### config.mk
export PLATFORM = sky130hd
export DESIGN_NAME = can_mode_seq
export DESIGN_NICKNAME = d
export VERILOG_FILES = /design/src/rtl/can_mode_pkg.sv /design/src/rtl/can_run_counter.sv /design/src/rtl/can_run_tally.sv /design/src/rtl/can_mode_fsm.sv /design/src/rtl/can_mode_seq.sv
export SDC_FILE = /design/constraint.sdc
export NUM_CORES = 1
export LEC_CHECK = 0
export ABC_AREA = 1
export BUFFER_PORTS_ARGS = -buffer_cell sky130_fd_sc_hd__buf_2
export CORE_UTILIZATION = 57
export CTS_BUF_LIST = sky130_fd_sc_hd__clkbuf_16
export DETAILED_ROUTE_END_ITERATION = 10
export GPL_ROUTABILITY_DRIVEN = 1
export HOLD_SLACK_MARGIN = 0.05
export PLACE_DENSITY = 0.81
export SLEW_MARGIN = 40
export SYNTH_ARGS = -nofsm -noshare
export SYNTH_HDL_FRONTEND = slang
export SYNTH_SLANG_ARGS = --single-unit
### constraint.sdc
create_clock -name clk -period 2.7 [get_ports clk]
set_input_delay 0.405 -clock clk [delete_from_list [all_inputs] [get_ports clk]]
set_output_delay 0.405 -clock clk [all_outputs]
set_load 0.01 [all_outputs]
### src/rtl/can_mode_pkg.sv
package can_mode_pkg;
  typedef enum logic [1:0] {
    MD_SRST  = 2'd0,
    MD_SYNC  = 2'd1,
    MD_NORM  = 2'd2,
    MD_SLEEP = 2'd3
  } mode_e;
endpackage

### src/rtl/can_run_counter.sv
module can_run_counter #(
  parameter int RUN_LEN = 11
) (
  input  logic clk,
  input  logic rst_n,
  input  logic clr,
  input  logic tick,
  input  logic rec,
  output logic run_done
);
  localparam int W = (RUN_LEN > 1) ? $clog2(RUN_LEN) : 1;
  localparam logic [W-1:0] LAST = W'(RUN_LEN - 1);

  logic [W-1:0] cnt;

  assign run_done = !clr && tick && rec && (cnt == LAST);

  always_ff @(posedge clk or negedge rst_n) begin
    if (!rst_n) begin
      cnt <= '0;
    end else if (clr) begin
      cnt <= '0;
    end else if (tick) begin
      if (!rec || run_done) cnt <= '0;
      else                  cnt <= cnt + 1'b1;
    end
  end
endmodule

### src/rtl/can_run_tally.sv
module can_run_tally #(
  parameter int RUNS = 128
) (
  input  logic clk,
  input  logic rst_n,
  input  logic clr,
  input  logic run_done,
  output logic tally_full
);
  localparam int W = (RUNS > 1) ? $clog2(RUNS) : 1;
  localparam logic [W-1:0] LAST = W'(RUNS - 1);

  logic [W-1:0] cnt;

  assign tally_full = run_done && (cnt == LAST);

  always_ff @(posedge clk or negedge rst_n) begin
    if (!rst_n) begin
      cnt <= '0;
    end else if (clr) begin
      cnt <= '0;
    end else if (run_done) begin
      cnt <= tally_full ? '0 : cnt + 1'b1;
    end
  end
endmodule

### src/rtl/can_mode_fsm.sv
module can_mode_fsm
  import can_mode_pkg::*;
(
  input  logic  clk,
  input  logic  rst_n,
  input  logic  srst_req,
  input  logic  sleep_req,
  input  logic  dom_seen,
  input  logic  bus_idle,
  input  logic  sync_done,
  output mode_e mode_q,
  output logic  abort_q
);
  mode_e mode_d;

  always_comb begin
    mode_d = mode_q;
    if (srst_req) begin
      mode_d = MD_SRST;
    end else begin
      unique case (mode_q)
        MD_SRST:  mode_d = MD_SYNC;
        MD_SYNC:  if (sync_done) mode_d = MD_NORM;
        MD_NORM:  if (sleep_req && bus_idle) mode_d = MD_SLEEP;
        MD_SLEEP: if (!sleep_req || dom_seen) mode_d = MD_NORM;
        default:  mode_d = MD_SRST;
      endcase
    end
  end

  always_ff @(posedge clk or negedge rst_n) begin
    if (!rst_n) begin
      mode_q  <= MD_SRST;
      abort_q <= 1'b0;
    end else begin
      mode_q  <= mode_d;
      abort_q <= srst_req && (mode_q != MD_SRST);
    end
  end
endmodule

### src/rtl/can_mode_seq.sv
module can_mode_seq
  import can_mode_pkg::*;
#(
  parameter int RUN_LEN = 11,
  parameter int RUNS    = 128
) (
  input  logic       clk,
  input  logic       rst_n,
  input  logic       srst_req,
  input  logic       sleep_req,
  input  logic       bus_bit,
  input  logic       bit_tick,
  input  logic       rx_busy,
  input  logic       tx_empty,
  input  logic       bus_off,
  output logic [1:0] mode,
  output logic       sleep_ack,
  output logic       abort_pulse,
  output logic       cfg_wr_en,
  output logic       stat_hold
);
  mode_e mode_q;
  logic  abort_q;
  logic  cnt_clr;
  logic  run_done;
  logic  tally_full;
  logic  sync_done;

  assign cnt_clr   = (mode_q != MD_SYNC);
  assign sync_done = run_done && (!bus_off || tally_full);

  can_run_counter #(.RUN_LEN(RUN_LEN)) u_run (
    .clk      (clk),
    .rst_n    (rst_n),
    .clr      (cnt_clr),
    .tick     (bit_tick),
    .rec      (bus_bit),
    .run_done (run_done)
  );

  can_run_tally #(.RUNS(RUNS)) u_tally (
    .clk        (clk),
    .rst_n      (rst_n),
    .clr        (cnt_clr),
    .run_done   (run_done),
    .tally_full (tally_full)
  );

  can_mode_fsm u_fsm (
    .clk       (clk),
    .rst_n     (rst_n),
    .srst_req  (srst_req),
    .sleep_req (sleep_req),
    .dom_seen  (bit_tick && !bus_bit),
    .bus_idle  (!rx_busy && tx_empty),
    .sync_done (sync_done),
    .mode_q    (mode_q),
    .abort_q   (abort_q)
  );

  assign mode        = mode_q;
  assign sleep_ack   = (mode_q == MD_SLEEP);
  assign abort_pulse = abort_q;
  assign cfg_wr_en   = (mode_q == MD_SRST);
  assign stat_hold   = (mode_q == MD_SRST);
endmodule

---- Yosys cells after proc, flatten, opt, wreduce, memory -nomap -nowiden ----
Index checks and enable logic that the tools add are counted.
word-level totals
  register bits ........................... 14
  bits of input ports ..................... 9
  output and inout port bits .............. 6
operators by class
  add/sub/neg operators ................... 2
  eq/ne operators ......................... 9
  muxes and demuxes ....................... 11
  reduce and logical (&&, ||, !) cells .... 22
operators with widths
  kind                                                                     count
  7-bit 2-to-1 mux                                                         3
  4-bit 2-to-1 mux                                                         3
  1-bit logical AND                                                        9
  2-bit 2-to-1 mux                                                         4
  2-bit one-hot mux with 4 select lines                                    1
  7-bit by 1-bit adder with 7-bit output, second input constant            1
  7-bit equality test, second input constant                               1
  3-bit by 2-bit inequality test with 1-bit output, second input constant  2
  2-bit nonzero test                                                       3
  1-bit zero test                                                          5
  4-bit by 1-bit adder with 4-bit output, second input constant            1
  2-bit equality test, second input constant                               2
  4-bit equality test, second input constant                               1
  1-bit logical OR                                                         3
  3-bit inequality test, second input constant                             1
  3-bit AND reduction                                                      1
  2-bit by 1-bit equality test with 1-bit output, second input constant    1
  2-bit zero test                                                          1
  2-bit by 1-bit inequality test with 1-bit output, second input constant  1

---- Depth between registers and ports, before layout ----
Gate-level depths: netlist of run 1.
  depth in word-level cells ............... 11
  gate-level depth with buffers ........... 11

---- Cells and area by module ----
A second synthesis of run 1 with hierarchy kept.
second synthesis, totals
  cell total of the unflattened synthesis .. 124
  area total of the unflattened synthesis .. 900.9 µm²
by module, submodules not included
  module           instances  cells an instance  area each (µm²)  seq. area each (µm²)
  can_run_tally    1          53                 407.9            175.2
  can_run_counter  1          34                 269.0            100.1
  can_mode_fsm     1          24                 166.4            75.1
  can_mode_seq     1          13                 57.6             0.0

---- Least setup slack after synthesis of run 1 ----
No wires, ideal clock.
  kind .................................... register to output
  start point ............................. reg u_fsm.mode_q[1]
  end point ............................... out stat_hold
  arrival time ............................ 941 ps
  data required time ...................... 2295 ps
  path slack .............................. 1354 ps
  stages on the path, launching flop included .. 3
  path buffers ............................ 1
  path through ............................ dfrtp_1 > nor2_1 > buf_4
between the ends
  cells in the longest elaborated chain, start to end .. 1
ends and longest elaborated chain
  element                 line                source
  start, declared         can_mode_fsm.sv:11  output mode_e mode_q,
  start signal, assigned  can_mode_fsm.sv:36  mode_q <= mode_d;
  2-bit zero test         -
  end, declared           can_mode_seq.sv:20  output logic stat_hold
No other way between the ends.

---- Worst setup path after layout of run 1 ----
  start point ............................. reg u_run.cnt[0]
  end point ............................... reg u_fsm.mode_q[0]
between the ends
  cells in the longest elaborated chain, start to end .. 7
ends and longest elaborated chain
  element                              line                   source
  start, declared                      can_run_counter.sv:14  logic [W-1:0] cnt;
  start signal, assigned               can_run_counter.sv:25  else cnt <= cnt + 1'b1;
  4-bit equality test (*)              can_run_counter.sv:16  assign run_done = !clr && tick && rec && (cnt == LAST);
  1-bit logical AND (*)                can_run_counter.sv:16
  1-bit logical AND                    can_run_tally.sv:15    assign tally_full = run_done && (cnt == LAST);
  1-bit logical OR                     can_mode_seq.sv:30     assign sync_done = run_done && (!bus_off || tally_full);
  1-bit logical AND (*)                can_mode_seq.sv:30
  3-bit inequality test (no line) (*)  -
  3-bit AND reduction (no line) (*)    -
Every way passes the cells marked *; elsewhere a longest branch is shown, timed or not.
A chain may end at the register's enable or synchronous reset.

==> results of run 1 <==
[cell usage in the layout (no fill, tap or decap), types with 2 or more instances in the layout]
master and count:
a21oi_1 3, nand3_1 12, dfrtp_1 14, nor2_1 8
o21ai_1 2, buf_2 14, nor2_4 3, ha_1 3
o21ai_0 2, clkbuf_16 3, xor2_1 2, o22ai_1 2
nand2_1 16, nand3_2 3, inv_1 12, nand4_1 2
inv_2 4
[path summary, 6_finish.rpt]
kind	start	endpoint	slack [ns]	depth (start not counted)
min in group clk	srst_req	u_fsm.mode_q[1]	0.43	4
max in group asynchronous	rst_n	u_fsm.abort_q	2.40	1
setup reg to reg	u_run.cnt[0]	u_fsm.mode_q[0]	1.20	11
hold reg to reg	u_tally.cnt[1]	u_tally.cnt[1]	0.51	2
hold / removal	rst_n	u_run.cnt[3]	0.06	1
setup / recovery	u_run.cnt[0]	u_fsm.mode_q[0]	1.20	11
[routing by layer]
layer | vias up | part of all wire | global-route usage
li1 | 365 | - | -
met4 | 0 | 0.031 | 0.1500
met1 | 347 | 0.46 | 0.3103
met2 | 13 | 0.48 | 0.4286
met3 | 7 | 0.026 | 0.04891
met5 | - | 0 | 0
[cell families (layout without fill, tap and decap cells)]
kind of cell / after synthesis / in the layout / synth area share
DFF: 14 / 14 / 0.4088
and+or+nand+nor: 51 / 51 / 0.3343
adders and majority gates: 3 / 3 / 0.04380
muxes: 1 / 1 / 0.01168
buffers and inverters: 17 / 34 / 0.07883
AOI/OAI and AO/OA: 13 / 13 / 0.09198
xor gates and xnor gates: 3 / 3 / 0.03066
[critical path, stage by stage, from the launching register on]
cell,delay [ns]
dfrtp_1,0.41
inv_1,0.07
ha_1,0.14
nand2_1,0.05
inv_1,0.10
nand2_2,0.09
nor2_4,0.17
nand3_4,0.12
nand3_2,0.07
nand2_1,0.05
nand2_1,0.06
nand2_1,0.05
[registers in the layout, summed over array words and instances, names as in the netlist]
signal / count
u_tally.cnt: 7
u_run.cnt: 4
u_fsm.mode_q: 2
u_fsm.abort_q: 1
[per-stage QoR]
stage	power, mW	hold WS (ns)	worst slack, ns
6_report	0.7868	0.05515	1.195
5_1_grt	0.8208	0.08595	1.081
4_1_cts	0.7890	0.06527	1.200
3_5_place_dp	0.5011	0.3234	1.249
3_3_place_gp	0.4944	0.3206	1.304
2_1_floorplan	0.4358	0.1094	1.354
[power breakdown]
| part | switching, mW | internal, mW |
|---|---|---|
| clock | 0.0856 | 0.196 |
| sequential | 0.0300 | 0.231 |
| combinational | 0.157 | 0.0871 |
[final cells by class]
class | count | area, um^2 | area share
clock buffers | 3 | 75.07 | 0.07380
clock inverters | 1 | 3.754 | 0.003690
inverters | 16 | 60.06 | 0.05904
multi-input cells | 71 | 439.2 | 0.4317
flip-flops and latches | 14 | 350.3 | 0.3444
well taps | 15 | 18.77 | 0.01845
repair buffers | 14 | 70.07 | 0.06888
==> impl_metrics.tcl, run 1 <==
set metrics [dict create \
    outcome "finished, final reports clean" \
    io_pins 15 \
    cts_setup_buffers 0 \
    slew_headroom 0.7788 \
    synth_common_cells "nand2_1 (16), dfrtp_1 (14), inv_1 (12), nand3_1 (12), nor2_1 (8)" \
    postSynthNetCount 114 \
    ant_nets 0 \
    yosysWarnings 0 \
    synthesis.area_um2 857.1 \
    grt_pass1_wl_um 2718 \
    netlist_top_cells_area "dfrtp_1 (41%), nand3_1 (7.0%), nand2_1 (7.0%)" \
    clk_pin_slew_ns 0.05 \
    antenna_found_initial 0 \
    antenna_cells 0 \
    cts-root-buf "clkbuf_16" \
    fill_cells 109 \
    finalClockSkew_ns 0.003706 \
    period_needed_ns 1.505 \
    synth.most_common_cell "nand2_1" \
    fin_util 0.7535 \
    fin_area_um2 1017 \
    clock_latency_ns 0.24 \
    netlist_instances 102 \
    die_x_um 40.78 \
    avgRoutedWirePerCell_um 13.67 \
    end_kind "flop" \
    wirelength_um 1832 \
    overflow 0 \
    leakage_nw 0.4797 \
    critPathArrivalTime_ns 1.64 \
    place_area_um2 938.4 \
    finalCritPeriodShare 0.5573 \
    track_usage 0.2586 \
    min_path_type "input port to async pin" \
    syn_avg_cell_area_um2 8.403 \
    drtPass1Iterations 4 \
    hpwl_um 1235 \
    cts_inserted_buffers 3 \
    hold_violations 0 \
    clk_path_buf_depth 2 \
    num_rows 13 \
    seq_area_frac_synth 0.4088 \
    yosysUniqueCellTypes 29 \
    vias 732 \
    crit_type "flop to flop" \
    drc 0 \
    gp_congestion 0.7856 \
    finalNonFillerCells 134 \
    dieArea_um2 1663 \
    slew_violations 0 \
    drv_cap 0 \
    async_flop_share 1.000 \
    synth_top_cell_by_area "dfrtp_1" \
    fmax_mhz 664.5 \
    drt_iter0_markers 16 \
    area_growth_pct 18.69 \
    cts-resized-gates 0 \
    critPathLaunchType "flop" \
    synth_edf_count 0 \
    vias_per_cell 5.463 \
    htreeDepth 1 \
    fp.coreArea_um2 1350 \
    portBuffers 14 \
    grt_max_degree 15 \
    worstPathMaxFanout 6 \
    layout.nets 132 \
    rsz0062_at_grt "no" \
    cts_hold_buf 0 \
    finalSetupViolations 0 \
    synth_top_area_frac 0.4088 \
    chipHeight_um 40.78 \
    start_util 0.6348 \
    power_density_nw_per_um2 773.5 \
    dpl.cell_count 130 \
    cp.required_ns 2.83 \
    clock-sinks 14 \
    tritoncts "done" \
    drive_gt1_frac 0.2773 \
    max_slew.worst_pin.slew_ns 0.3318 \
    tns_ns 0 \
    irDropWorstVdd_uv 651.8 \
    grt_pass1_vias 675 \
    ys.flop_type "dfrtp_1" \
    ys_seq_elements 14 \
]
Power figures use the tool's default switching activity.
==> run 2: changes to the inputs <==
--- a/config.mk
+++ b/config.mk
@@ -7,12 +7,12 @@
 export LEC_CHECK = 0
 export ABC_AREA = 1
 export BUFFER_PORTS_ARGS = -buffer_cell sky130_fd_sc_hd__buf_2
-export CORE_UTILIZATION = 57
+export CORE_UTILIZATION = 53
 export CTS_BUF_LIST = sky130_fd_sc_hd__clkbuf_16
 export DETAILED_ROUTE_END_ITERATION = 10
 export GPL_ROUTABILITY_DRIVEN = 1
 export HOLD_SLACK_MARGIN = 0.05
-export PLACE_DENSITY = 0.81
+export PLACE_DENSITY = 0.76
 export SLEW_MARGIN = 40
 export SYNTH_ARGS = -nofsm -noshare
 export SYNTH_HDL_FRONTEND = slang
==> constraint.sdc (replaced) <==
create_clock -name clk -period 1.4 [get_ports clk]
set_input_delay 0.21 -clock clk [delete_from_list [all_inputs] [get_ports clk]]
set_output_delay 0.21 -clock clk [all_outputs]
set_load 0.01 [all_outputs]
==> impl_metrics.tcl, run 2 (same netlist as run 1, synthesis figures left out) <==
set metrics [dict create \
    largestRegisters "u_tally.cnt: 7 flops, u_run.cnt: 4 flops, u_fsm.mode_q: 2 flops" \
    vias 762 \
    power_frac_clock 0.336 \
    worstPathMaxFanout 6 \
    power_density_nw_per_um2 1404 \
    period_needed_ns 1.416 \
    gr-usage-met1 0.2877 \
    finalNonFillerCells 143 \
    switching_share 0.3373 \
    layout.nets 141 \
    wirelength_um 1776 \
    outcome "finished, violations left" \
    slew_headroom 0.7944 \
    fill_cells 116 \
    io_pins 15 \
    cp.required_ns 1.53 \
    clock-sinks 14 \
    dpl.cell_count 136 \
    final_common_cell "nand2_1" \
    antenna_cells 0 \
    antenna_found_initial 0 \
    min_path_type "input port to flop" \
    clk_path_buf_depth 2 \
    clk_pin_slew_ns 0.04 \
    violations "negative setup slack" \
    met2_usage 0.3538 \
    final_cell_mix "nand2_1 (16), buf_2 (14), dfrtp_1 (14)" \
    hpwl_um 1256 \
    finalClockSkew_ns 0.001421 \
    crit_type "flop to flop" \
    tritoncts "done" \
    end_kind "flop" \
    chipHeight_um 42.22 \
    avgRoutedWirePerCell_um 12.42 \
    grt_pass1_wl_um 2994 \
    fmax_mhz 706.3 \
    rsz0062_at_grt "yes" \
    power.internal_mw 1.033 \
    p_seq_frac 0.322 \
    fin_area_um2 1110 \
    comb_power_share 0.341 \
    critPathArrivalTime_ns 1.54 \
    drt_iter0_markers 10 \
    slew_violations 0 \
    place_area_um2 977.2 \
    track_usage 0.2244 \
    largest_reg_flops 7 \
    top_usage_layer "met2" \
    gr-usage-met3 0.03879 \
    drive_gt1_frac 0.3622 \
    grt_pass1_vias 741 \
    irDropWorstVdd_uv 1196 \
    drtPass1Iterations 4 \
    leakage_nw 0.5226 \
    grt_max_degree 15 \
    portBuffers 14 \
    area_growth_pct 29.49 \
    tns_ns -0.01584 \
    drc 0 \
    gp_congestion 0.8245 \
    fin_util 0.7367 \
    cts-root-buf "clkbuf_16" \
    top_register "u_tally.cnt" \
    die_x_um 42.22 \
    ant_nets 0 \
    vias_per_cell 5.329 \
    pre_cts_slack_ns 0.03643 \
    cts_inserted_buffers 3 \
    power.switching_uw 525.8 \
    finalSetupViolations 1 \
    fp.coreArea_um2 1506 \
    start_util 0.5689 \
    drv_cap 0 \
    finalCritPeriodShare 1.011 \
    hold_violations 0 \
    max_slew.worst_pin.slew_ns 0.3085 \
    dieArea_um2 1782 \
    num_rows 14 \
    critPathLaunchType "flop" \
    setup_ws_ns -0.01584 \
    clock_latency_ns 0.24 \
    overflow 0 \
    htreeDepth 1 \
]
==> run 2: final cells by class <==
cell class | instances | area [um^2] | share of cell area
Inverter | 16 | 62.56 | 0.05637
Clock buffer | 3 | 75.07 | 0.06764
Tap cell | 16 | 20.02 | 0.01804
Sequential cell | 14 | 350.3 | 0.3157
Timing Repair Buffer | 23 | 140.1 | 0.1263
Multi-Input combinational cell | 71 | 461.7 | 0.4160
==> run 2: repair_timing <==
| action | CTS | global route |
|---|---|---|
| hold buffers | 1 | 0 |
| gates resized for setup | 0 | 7 |
| setup endpoints to repair | 0 | 7 |
| buffers inserted | 0 | 3 |
| endpoints found under the hold margin | 14 | 0 |
==> run 2: power groups by stage <==
stage,Sequential [mW],Clock (mW),Combinational [mW]
after global placement,0.503,0,0.486
after CTS,0.502,0.533,0.498
after detailed placement,0.505,0,0.490
after global routing,0.510,0.549,0.597
final,0.502,0.524,0.532
after floorplan,0.518,0,0.322
==> run 2: worst paths after layout <==
kind	start	endpoint	slack, ns	depth (start not counted)
min in group asynchronous	rst_n	u_tally.cnt[5]	0.39	2
max reg2reg	u_run.cnt[0]	u_tally.cnt[2]	-0.02	10
min	srst_req	u_fsm.mode_q[1]	0.29	4
max	u_run.cnt[0]	u_tally.cnt[2]	-0.02	10
min reg2reg	u_tally.cnt[1]	u_tally.cnt[1]	0.51	2
max in group asynchronous	rst_n	u_tally.cnt[4]	0.77	2
==> run 2: metrics by stage <==
stage	hold slack (ns)	power, mW
after floorplan	-0.08559	0.8405
after global placement	0.1199	0.9892
after detailed placement	0.1208	0.9952
after CTS	0.2696	1.533
after global routing	0.3200	1.656
final	0.2898	1.559
==> run 2: worst max-delay path: stages, from the launching register on <==
cell	delay, ns
dfrtp_1	0.37
inv_1	0.06
ha_1	0.14
nand2_1	0.06
inv_2	0.06
nand2_2	0.07
nor2_4	0.16
nand3_4	0.12
buf_4	0.15
nand3_1	0.06
a21oi_1	0.06
==> run 2: layer usage <==
layer | wire [um] | share of wire
met3 | 68 | 0.038
met2 | 875 | 0.49
met5 | 0 | 0
met1 | 802 | 0.45
met4 | 29 | 0.016
